`config.mk`:
```
export PLATFORM = sky130hd
export DESIGN_NAME = carrier_write_mod
export DESIGN_NICKNAME = d
export VERILOG_FILES = /design/src/rtl/cwm_pkg.sv /design/src/rtl/cwm_divider.sv /design/src/rtl/cwm_gate.sv /design/src/rtl/cwm_bridge.sv /design/src/rtl/carrier_write_mod.sv
export SDC_FILE = /design/constraint.sdc
export NUM_CORES = 1
export LEC_CHECK = 0
export CAP_MARGIN = 20
export CORE_UTILIZATION = 35
export DETAILED_ROUTE_END_ITERATION = 10
export DONT_BUFFER_PORTS = 1
export HOLD_SLACK_MARGIN = 0.12
export PLACE_DENSITY_LB_ADDON = 0.25
export SLEW_MARGIN = 25
export SYNTH_ARGS = -nofsm -noshare
export SYNTH_HDL_FRONTEND = slang
export SYNTH_SLANG_ARGS = --single-unit
export TNS_END_PERCENT = 5
```
`constraint.sdc`:
```
create_clock -name clk -period 14.8 [get_ports clk]
set_clock_uncertainty 0.1 [all_clocks]
set_input_delay 2.22 -clock clk [delete_from_list [all_inputs] [get_ports clk]]
set_output_delay 2.22 -clock clk [all_outputs]
set_load 0.05 [all_outputs]
```
`src/rtl/cwm_pkg.sv`:
```
package cwm_pkg;

    localparam int SLOT_W = 6;

    typedef enum logic [1:0] {
        CLK_4M  = 2'b00,
        CLK_12M = 2'b01,
        CLK_8M  = 2'b10,
        CLK_16M = 2'b11
    } osc_sel_e;

    // Divider state as seen by the output stage
    typedef struct packed {
        logic              hi;
        logic              wrap;
        logic [SLOT_W-1:0] slot;
    } car_t;

    // Multiple of the base ratio for each oscillator rate
    function automatic int unsigned div_mult(osc_sel_e s);
        case (s)
            CLK_4M:  return 1;
            CLK_12M: return 3;
            CLK_8M:  return 2;
            default: return 4;
        endcase
    endfunction

endpackage

```
`src/rtl/cwm_divider.sv`:
```
module cwm_divider
    import cwm_pkg::*;
#(
    parameter  int BASE_DIV = 32,
    localparam int CNT_W    = $clog2(4 * BASE_DIV),
    localparam int RAT_W    = CNT_W + 1
) (
    input  logic             clk,
    input  logic             rst,
    input  osc_sel_e         sel,
    input  logic             freeze,
    output car_t             car,
    output logic [RAT_W-1:0] ratio
);

    localparam int SCL_W = CNT_W + SLOT_W;

    logic [CNT_W-1:0] cnt_q;
    logic [SCL_W-1:0] scaled;
    logic [SCL_W-1:0] quot;

    assign ratio    = RAT_W'(BASE_DIV * div_mult(sel));
    assign car.wrap = {1'b0, cnt_q} >= (ratio - RAT_W'(1));
    assign car.hi   = {1'b0, cnt_q} < (ratio >> 1);

    always_ff @(posedge clk) begin
        if (rst)
            cnt_q <= '0;
        else if (!freeze)
            cnt_q <= car.wrap ? '0 : cnt_q + CNT_W'(1);
    end

    // Constant divisor per branch keeps each path a fixed scaling
    assign scaled = {cnt_q, {SLOT_W{1'b0}}};
    always_comb begin
        case (sel)
            CLK_4M:  quot = SCL_W'(scaled / (BASE_DIV * 1));
            CLK_12M: quot = SCL_W'(scaled / (BASE_DIV * 3));
            CLK_8M:  quot = SCL_W'(scaled / (BASE_DIV * 2));
            default: quot = SCL_W'(scaled / (BASE_DIV * 4));
        endcase
    end
    assign car.slot = quot[SLOT_W-1:0];

endmodule

```
`src/rtl/cwm_gate.sv`:
```
module cwm_gate #(
    parameter  int N_W   = 4,
    parameter  int RAT_W = 8,
    localparam int GAP_W = N_W + RAT_W
) (
    input  logic             clk,
    input  logic             rst,
    input  logic             wr_enter,
    input  logic             din,
    input  logic             sclk,
    input  logic [N_W-1:0]   pulse_n,
    input  logic [RAT_W-1:0] ratio,
    output logic             gate_off
);

    logic             din_q;
    logic             sclk_q;
    logic             wr_q;
    logic [GAP_W-1:0] gap_q;

    logic             din_rise;
    logic             sclk_rise;
    logic             wr_live;
    logic             timed;
    logic             gap_busy;
    logic             gap_start;
    logic [GAP_W-1:0] gap_len;

    assign din_rise  = din & ~din_q;
    assign sclk_rise = sclk & ~sclk_q;
    assign wr_live   = (wr_q | wr_enter) & ~sclk_rise;
    assign timed     = pulse_n != '0;
    assign gap_busy  = gap_q != '0;
    assign gap_start = wr_live & timed & din_rise & ~gap_busy;
    assign gap_len   = GAP_W'(GAP_W'(pulse_n) * GAP_W'(ratio) - GAP_W'(1));

    always_ff @(posedge clk) begin
        if (rst) begin
            din_q  <= 1'b0;
            sclk_q <= 1'b0;
            wr_q   <= 1'b0;
            gap_q  <= '0;
        end else begin
            din_q  <= din;
            sclk_q <= sclk;
            wr_q   <= wr_live;
            if (!wr_live)
                gap_q <= '0;
            else if (gap_start)
                gap_q <= gap_len;
            else if (gap_busy)
                gap_q <= gap_q - GAP_W'(1);
        end
    end

    assign gate_off = wr_live & (timed ? (gap_busy | gap_start) : din);

endmodule

```
`src/rtl/cwm_bridge.sv`:
```
module cwm_bridge
    import cwm_pkg::*;
(
    input  logic              clk,
    input  logic              rst,
    input  car_t              car,
    input  logic              tick_in,
    input  logic              drv_on,
    output logic              tx1,
    output logic              tx2,
    output logic              tick,
    output logic [SLOT_W-1:0] slot
);

    logic [1:0] leg_q;

    // Leg 0 follows the carrier, leg 1 its complement
    for (genvar g = 0; g < 2; g++) begin : g_leg
        always_ff @(posedge clk) begin
            if (rst)
                leg_q[g] <= 1'b0;
            else
                leg_q[g] <= drv_on & (car.hi ^ (g == 1));
        end
    end

    always_ff @(posedge clk) begin
        if (rst) begin
            tick <= 1'b0;
            slot <= '0;
        end else begin
            tick <= tick_in;
            slot <= car.slot;
        end
    end

    assign tx1 = leg_q[0];
    assign tx2 = leg_q[1];

endmodule

```
`src/rtl/carrier_write_mod.sv`:
```
module carrier_write_mod
    import cwm_pkg::*;
#(
    parameter int BASE_DIV = 32,
    parameter int N_W      = 4
) (
    input  logic              clk,
    input  logic              rst,
    input  logic [1:0]        freq_sel,
    input  logic              tx_dis,
    input  logic              pwr_down,
    input  logic              wr_enter,
    input  logic [N_W-1:0]    pulse_n,
    input  logic              din,
    input  logic              sclk,
    output logic              tx1,
    output logic              tx2,
    output logic              carrier_tick,
    output logic [SLOT_W-1:0] slot_idx
);

    localparam int RAT_W = $clog2(4 * BASE_DIV) + 1;

    car_t             car;
    logic [RAT_W-1:0] ratio;
    logic             gate_off;
    logic             drv_on;
    logic             tick_c;

    cwm_divider #(.BASE_DIV(BASE_DIV)) i_div (
        .clk    (clk),
        .rst    (rst),
        .sel    (osc_sel_e'(freq_sel)),
        .freeze (pwr_down),
        .car    (car),
        .ratio  (ratio)
    );

    cwm_gate #(.N_W(N_W), .RAT_W(RAT_W)) i_gate (
        .clk      (clk),
        .rst      (rst),
        .wr_enter (wr_enter),
        .din      (din),
        .sclk     (sclk),
        .pulse_n  (pulse_n),
        .ratio    (ratio),
        .gate_off (gate_off)
    );

    assign drv_on = ~tx_dis & ~pwr_down & ~gate_off;
    assign tick_c = car.wrap & ~pwr_down;

    cwm_bridge i_bridge (
        .clk     (clk),
        .rst     (rst),
        .car     (car),
        .tick_in (tick_c),
        .drv_on  (drv_on),
        .tx1     (tx1),
        .tx2     (tx2),
        .tick    (carrier_tick),
        .slot    (slot_idx)
    );

endmodule

```
==> results of run 1 <==
==> routing by layer <==
metal / vias to the layer above / share of wire, % / GRT usage, %
li1: 1520 / - / -
met1: 1475 / 45 / 23.96
met2: 102 / 47 / 29.79
met3: 19 / 6.1 / 3.262
met4: 0 / 2.2 / 7.348
met5: - / 0 / 0
==> logic make-up (layout without fill, tap and decap cells) <==
group           Yosys count  in the layout  synth area share [%]
simple gates            165            165                 27.50
compound gates          124            124                 29.06
buf+inv                  45             30                 6.118
flops                    31             31                 18.97
fa+ha+maj                25             25                 10.25
xor+xnor                 22             22                 5.889
mux                       7              7                 2.218
==> power by group through the flow <==
stage / Clock (W) / Sequential, W / Combinational, W
4_1_cts: 0.0000698 / 0.000118 / 0.000218
6_report: 0.0000670 / 0.000118 / 0.000216
5_1_grt: 0.0000740 / 0.000120 / 0.000246
3_3_place_gp: 0 / 0.000119 / 0.000210
2_1_floorplan: 0 / 0.000114 / 0.000180
3_5_place_dp: 0 / 0.000120 / 0.000215
==> Yosys cell counts (7+ instances only) <==
cell      number
dfxtp_1       31
nand2b_1       8
nor2_1        37
nand3_1       13
a21oi_1       29
or3_1          7
buf_2          7
clkbuf_1      10
xor2_1         8
nand2_1       31
nor3_1        12
xnor2_1       14
ha_1          22
o21ai_0       16
a221oi_1       9
and2_1         8
inv_1         22
==> critical path, delay by kind of cell (launching register included) <==
family / cells / cell delay (ns)
compound gates: 7 / 1.45
fa+ha+maj: 3 / 0.87
xor+xnor: 2 / 0.28
mux: 1 / 0.50
simple gates: 7 / 1.68
buf+inv: 2 / 0.31
flops: 1 / 0.67
==> path summary, 6_finish.rpt <==
kind	start	endpoint	slack [ns]
hold / removal	i_gate.gap_q[6]	i_gate.gap_q[6]	0.37
hold reg to reg	i_gate.gap_q[6]	i_gate.gap_q[6]	0.37
setup reg to reg	i_div.cnt_q[1]	i_bridge.slot[1]	8.85
setup / recovery	i_div.cnt_q[1]	i_bridge.slot[1]	8.85
==> sequential cells by signal (all words and copies together), names as in the netlist <==
register	count
i_bridge.tick	1
i_bridge.tx2	1
i_bridge.slot	6
i_gate.wr_q	1
i_gate.din_q	1
i_bridge.tx1	1
i_gate.sclk_q	1
i_div.cnt_q	7
i_gate.gap_q	12
==> stage by stage <==
step | worst slack [ns] | std cells | hold slack [ns]
6_report | 8.848 | 512 | 0.3663
5_1_grt | 8.339 | 512 | 0.3995
4_1_cts | 8.984 | 512 | 0.3662
3_5_place_dp | 9.012 | 505 | 0.3552
3_3_place_gp | 9.058 | 505 | 0.3474
2_1_floorplan | 9.239 | 419 | 0.3369
==> final cells by class <==
| cell class | instances | share of cell area [%] |
|---|---|---|
| Inverter | 22 | 2.440 |
| Clock inverter | 1 | 0.1479 |
| Multi-Input combinational cell | 343 | 72.42 |
| Timing Repair Buffer | 1 | 0.2218 |
| Sequential cell | 31 | 18.34 |
| Clock buffer | 6 | 2.440 |
| Tap cell | 108 | 3.993 |
==> impl_metrics.toml, run 1 <==
[synthesis]
ys_ff_latch = 31
syn_avg_cell_area_sq_um = 7.809
yosysSeqAreaShare_pct = 18.97
synth_area_leaders = "dfxtp_1 19%, ha_1 8.4%, a21oi_1 4.4%"
synth_flop_cell = "dfxtp_1"
synth_top_area_cell = "dfxtp_1"
synth_nets = 457
async_flop_share_pct = 0
synth_edf_count = 0
yosysTopAreaCellShare_pct = 18.97
yosysWarnings = 0
synthDistinctLibCells = 76
synth_area_sq_mm = 0.003272
synth_cells = 419

[clock_network]
cts_buffer_depth = 2
post-cts-setup-buffers = 0
clk_pin_slew_ns = 0.06
htreeDepth = 2
cts_buffers = 5
clock_latency_ns = 0.28
cts_resized = 0
cts_tree = "yes"
root_buffer = "clkbuf_8"
cts.sinks = 31
hold_buffers = 0

[placed_design]
hpwl_microns = 6580
place_area_sq_mm = 0.003297
port_buffers = 0
routabilityCongestion = 0.8823

[power]
p_per_area_mw_per_mm2 = 118.4
pwr-share-seq_pct = 29.4
p_total_w = 0.0004006
p_int_w = 0.0002217
switching_share_pct = 44.67
ir_worst_vdd_uv = 74.81
combPwrFrac_pct = 53.9
p_sw_w = 0.0001789
clkPwrFrac_pct = 16.7
power_leakage_nw = 1.372

[global_route]
first_global_vias = 2865
grt_max_degree = 28
grt_usage_pct = 18.29
antenna_found_initial = 0
grt-ovfl-total = 0
grt_pass1_wl_microns = 14350

[routing]
firstDrtPassIters = 5
detail-route-antenna-nets = 0
routed-via-count = 3116
wl_microns = 8779
first_iter_violations = 221
wire_per_inst_microns = 17.15
drc_errors = 0
avgViaCountPerCell = 6.086

[timing]
fmax_mhz = 168.0
rsz0062_at_grt = "false"
tns_ns = 0
tightest_slew_ns = 0.9464
finalCritPeriodShare_pct = 40.21
setup_viol = 0
hold_violations = 0
relSlewSlack_pct = 36.82
period_minus_slack_ns = 5.952
slew_violations = 0

[die]
die_area_sq_mm = 0.009739
die_height_microns = 98.69
coreArea_sq_mm = 0.008891
io_pins = 22
die_w_microns = 98.69
start_util_pct = 36.80
rows = 34

[setup_path]
cp-start-kind = "flop"
required_ns = 14.90
cp_slowest_stage_delay_ns = 0.67
worstRegToRegCells = 22
critical-path-slowest-cell = "dfxtp_1"
cp_cell_sequence = "inv_1 > ha_1 > nor4b_2 > a21oi_1 > ha_1 > and3b_1 > mux2i_1 > or2_2 > xor2_1 > o311ai_1 > and3_1 > a21boi_0 > nor3_1 > nand2_1 > xnor2_1 > inv_1 > ha_1 > o2111ai_1 > a211o_1 > o2111ai_1 > nand2_1 > a221oi_2"
crit_type = "reg -> reg"
worstPathArrival_ns = 6.05
crit_top_cell = "ha_1"
crit_path_end_kind = "flop"
critPathMaxFanout = 14

[run]
drv_cap = 0

[cells_and_area]
utilization_pct = 38.07
nets = 442
multi_input_area_sq_mm = 0.002451
synthToLayoutAreaGrowth_pct = 3.442
seqCellArea_sq_um = 620.6
layout-drive-gt1-share_pct = 8.911
n_antenna_cell = 0
final_cell_mix = "37 x nor2_1, 31 x nand2_1, 31 x dfxtp_1, 29 x a21oi_1"
final_common_cell = "nor2_1"
fin_area_sq_mm = 0.003385
nFillCells = 931

[min_path]
hp-class = "reg -> reg"
min_path_cells = 2

[outcome]
status = "completed"
Note: power is estimated with default switching activity, not from simulation.
==> run 2, diff against run 1 <==
==> constraint.sdc (replaced) <==
create_clock -name clk -period 6.15 [get_ports clk]
set_clock_uncertainty 0.1 [all_clocks]
set_input_delay 0.9225 -clock clk [delete_from_list [all_inputs] [get_ports clk]]
set_output_delay 0.9225 -clock clk [all_outputs]
set_load 0.05 [all_outputs]
==> impl_metrics.toml, run 2 (synthesis results as in run 1) <==
[power]
power_leakage_nw = 1.419
ir_worst_vdd_uv = 203.0
p_total_w = 0.001015
p_per_area_mw_per_mm2 = 292.4

[global_route]
grt_max_degree = 27
grt_usage_pct = 18.84
first_global_vias = 3017
grt_pass1_wl_microns = 14840
antenna_found_initial = 0
grt-ovfl-total = 0

[timing]
whs_ns = 0.3630
finalCritPeriodShare_pct = 91.36
tns_ns = 0
hold_violations = 0
tightest_slew_ns = 0.7956
setup_viol = 0
rsz0062_at_grt = "false"
slew_violations = 0
fmax_mhz = 178.0
relSlewSlack_pct = 46.64
period_minus_slack_ns = 5.619

[routing]
detail-route-antenna-nets = 0
drc_errors = 0
first_iter_violations = 188
firstDrtPassIters = 5
wl_microns = 8887
avgViaCountPerCell = 6.046
wire_per_inst_microns = 17.09
routed-via-count = 3144

[cells_and_area]
n_antenna_cell = 0
largest_register = "i_gate.gap_q"
nFillCells = 920
synthToLayoutAreaGrowth_pct = 6.119
layout-drive-gt1-share_pct = 11.17
final_cell_mix = "37 x nor2_1, 31 x nand2_1, 30 x dfxtp_1, 29 x a21oi_1"
final_common_cell = "nor2_1"
nets = 449
largest_register_ffs = 12
top_regs = "i_gate.gap_q x12, i_div.cnt_q x7, i_bridge.slot x6"

[clock_network]
cts_buffers = 5
cts_buffer_depth = 2
root_buffer = "clkbuf_8"
clk_pin_slew_ns = 0.07
htreeDepth = 2
cts.sinks = 31
hold_buffers = 0
cts_tree = "yes"
clock_latency_ns = 0.28

[setup_path]
required_ns = 6.25
crit_type = "reg -> reg"
critPathMaxFanout = 13
cp-start-kind = "flop"
crit_path_end_kind = "flop"
worstPathArrival_ns = 5.72

[die]
start_util_pct = 36.80
coreArea_sq_mm = 0.008891
die_area_sq_mm = 0.009739
die_w_microns = 98.69
die_height_microns = 98.69
rows = 34
io_pins = 22

[outcome]
status = "completed"

[run]
drv_cap = 0

[min_path]
hp-class = "reg -> reg"

[placed_design]
hpwl_microns = 6616
port_buffers = 0
routabilityCongestion = 0.9312
-- run 2: cell count changes in the layout (fill, tap and decap cells not counted), sizes merged --
cell	delta
buf	+7
bufinv	+1
-- run 2: what timing repair did --
item | 4_1_cts | 5_1_grt
setup endpoints to repair | 0 | 2
resized for setup | 0 | 2
buffers inserted | 0 | 0
-- run 2: area by class of cell --
cell class	count	area [sq um]	area share [%]
Inverter	22	82.58	2.378
Clock inverter	2	35.03	1.009
Timing Repair Buffer	8	60.06	1.730
Clock buffer	6	82.58	2.378
Tap cell	108	135.1	3.892
Multi-Input combinational cell	343	2455	70.70
Sequential cell	31	621.8	17.91
-- run 2: worst paths after layout --
path	depth (start not counted)	startpoint	end	slack, ns
worst max-delay path	22	i_div.cnt_q[0]	i_bridge.slot[1]	0.53
worst max register to register	22	i_div.cnt_q[0]	i_bridge.slot[1]	0.53
worst min-delay path	2	i_gate.gap_q[6]	i_gate.gap_q[6]	0.36
worst min register to register	2	i_gate.gap_q[6]	i_gate.gap_q[6]	0.36
-- run 2: stage by stage --
| step | setup slack, ns | area (sq um) | utilization (%) | std cells |
|---|---|---|---|---|
| 3_5_place_dp | 0.3392 | 3349 | 37.67 | 512 |
| 5_1_grt | 0.05195 | 3472 | 39.05 | 520 |
| 6_report | 0.5312 | 3472 | 39.05 | 520 |
| 4_1_cts | 0.3100 | 3467 | 39.00 | 520 |
| 3_3_place_gp | 0.6482 | 3349 | 37.67 | 512 |
| 2_1_floorplan | 1.026 | 3272 | - | 419 |
-- run 2: per-layer routing --
metal	up-vias	part of all wire [%]	GRT usage (%)
met1	1478	45	24.60
met4	0	2.2	5.855
li1	1538	-	-
met5	-	0	0
met2	107	47	31.80
met3	21	5.2	3.050
-- run 2: where the power goes --
part           total [W]  switching (W)  internal [W]  leakage (nW)
Combinational   0.000520       0.000311      0.000209          1.10
Sequential      0.000280      0.0000416      0.000238         0.253
Clock           0.000215      0.0000837      0.000131        0.0612
-- run 2: critical path, stage by stage (launching register included) --
cell and delay [ns]:
dfxtp_2 0.48, inv_1 0.15, ha_1 0.29, nor4b_2 0.33, a21oi_1 0.19, ha_1 0.38
and3b_1 0.29, mux2i_2 0.17, or2_2 0.37, xor2_1 0.17, o311ai_1 0.45, and3_1 0.29
a21boi_0 0.14, nor3_1 0.24, nand2_1 0.19, xnor2_1 0.20, inv_1 0.07, ha_1 0.18
o2111ai_1 0.14, a211o_1 0.27, o2111ai_1 0.11, nand2_1 0.09, a221oi_2 0.25
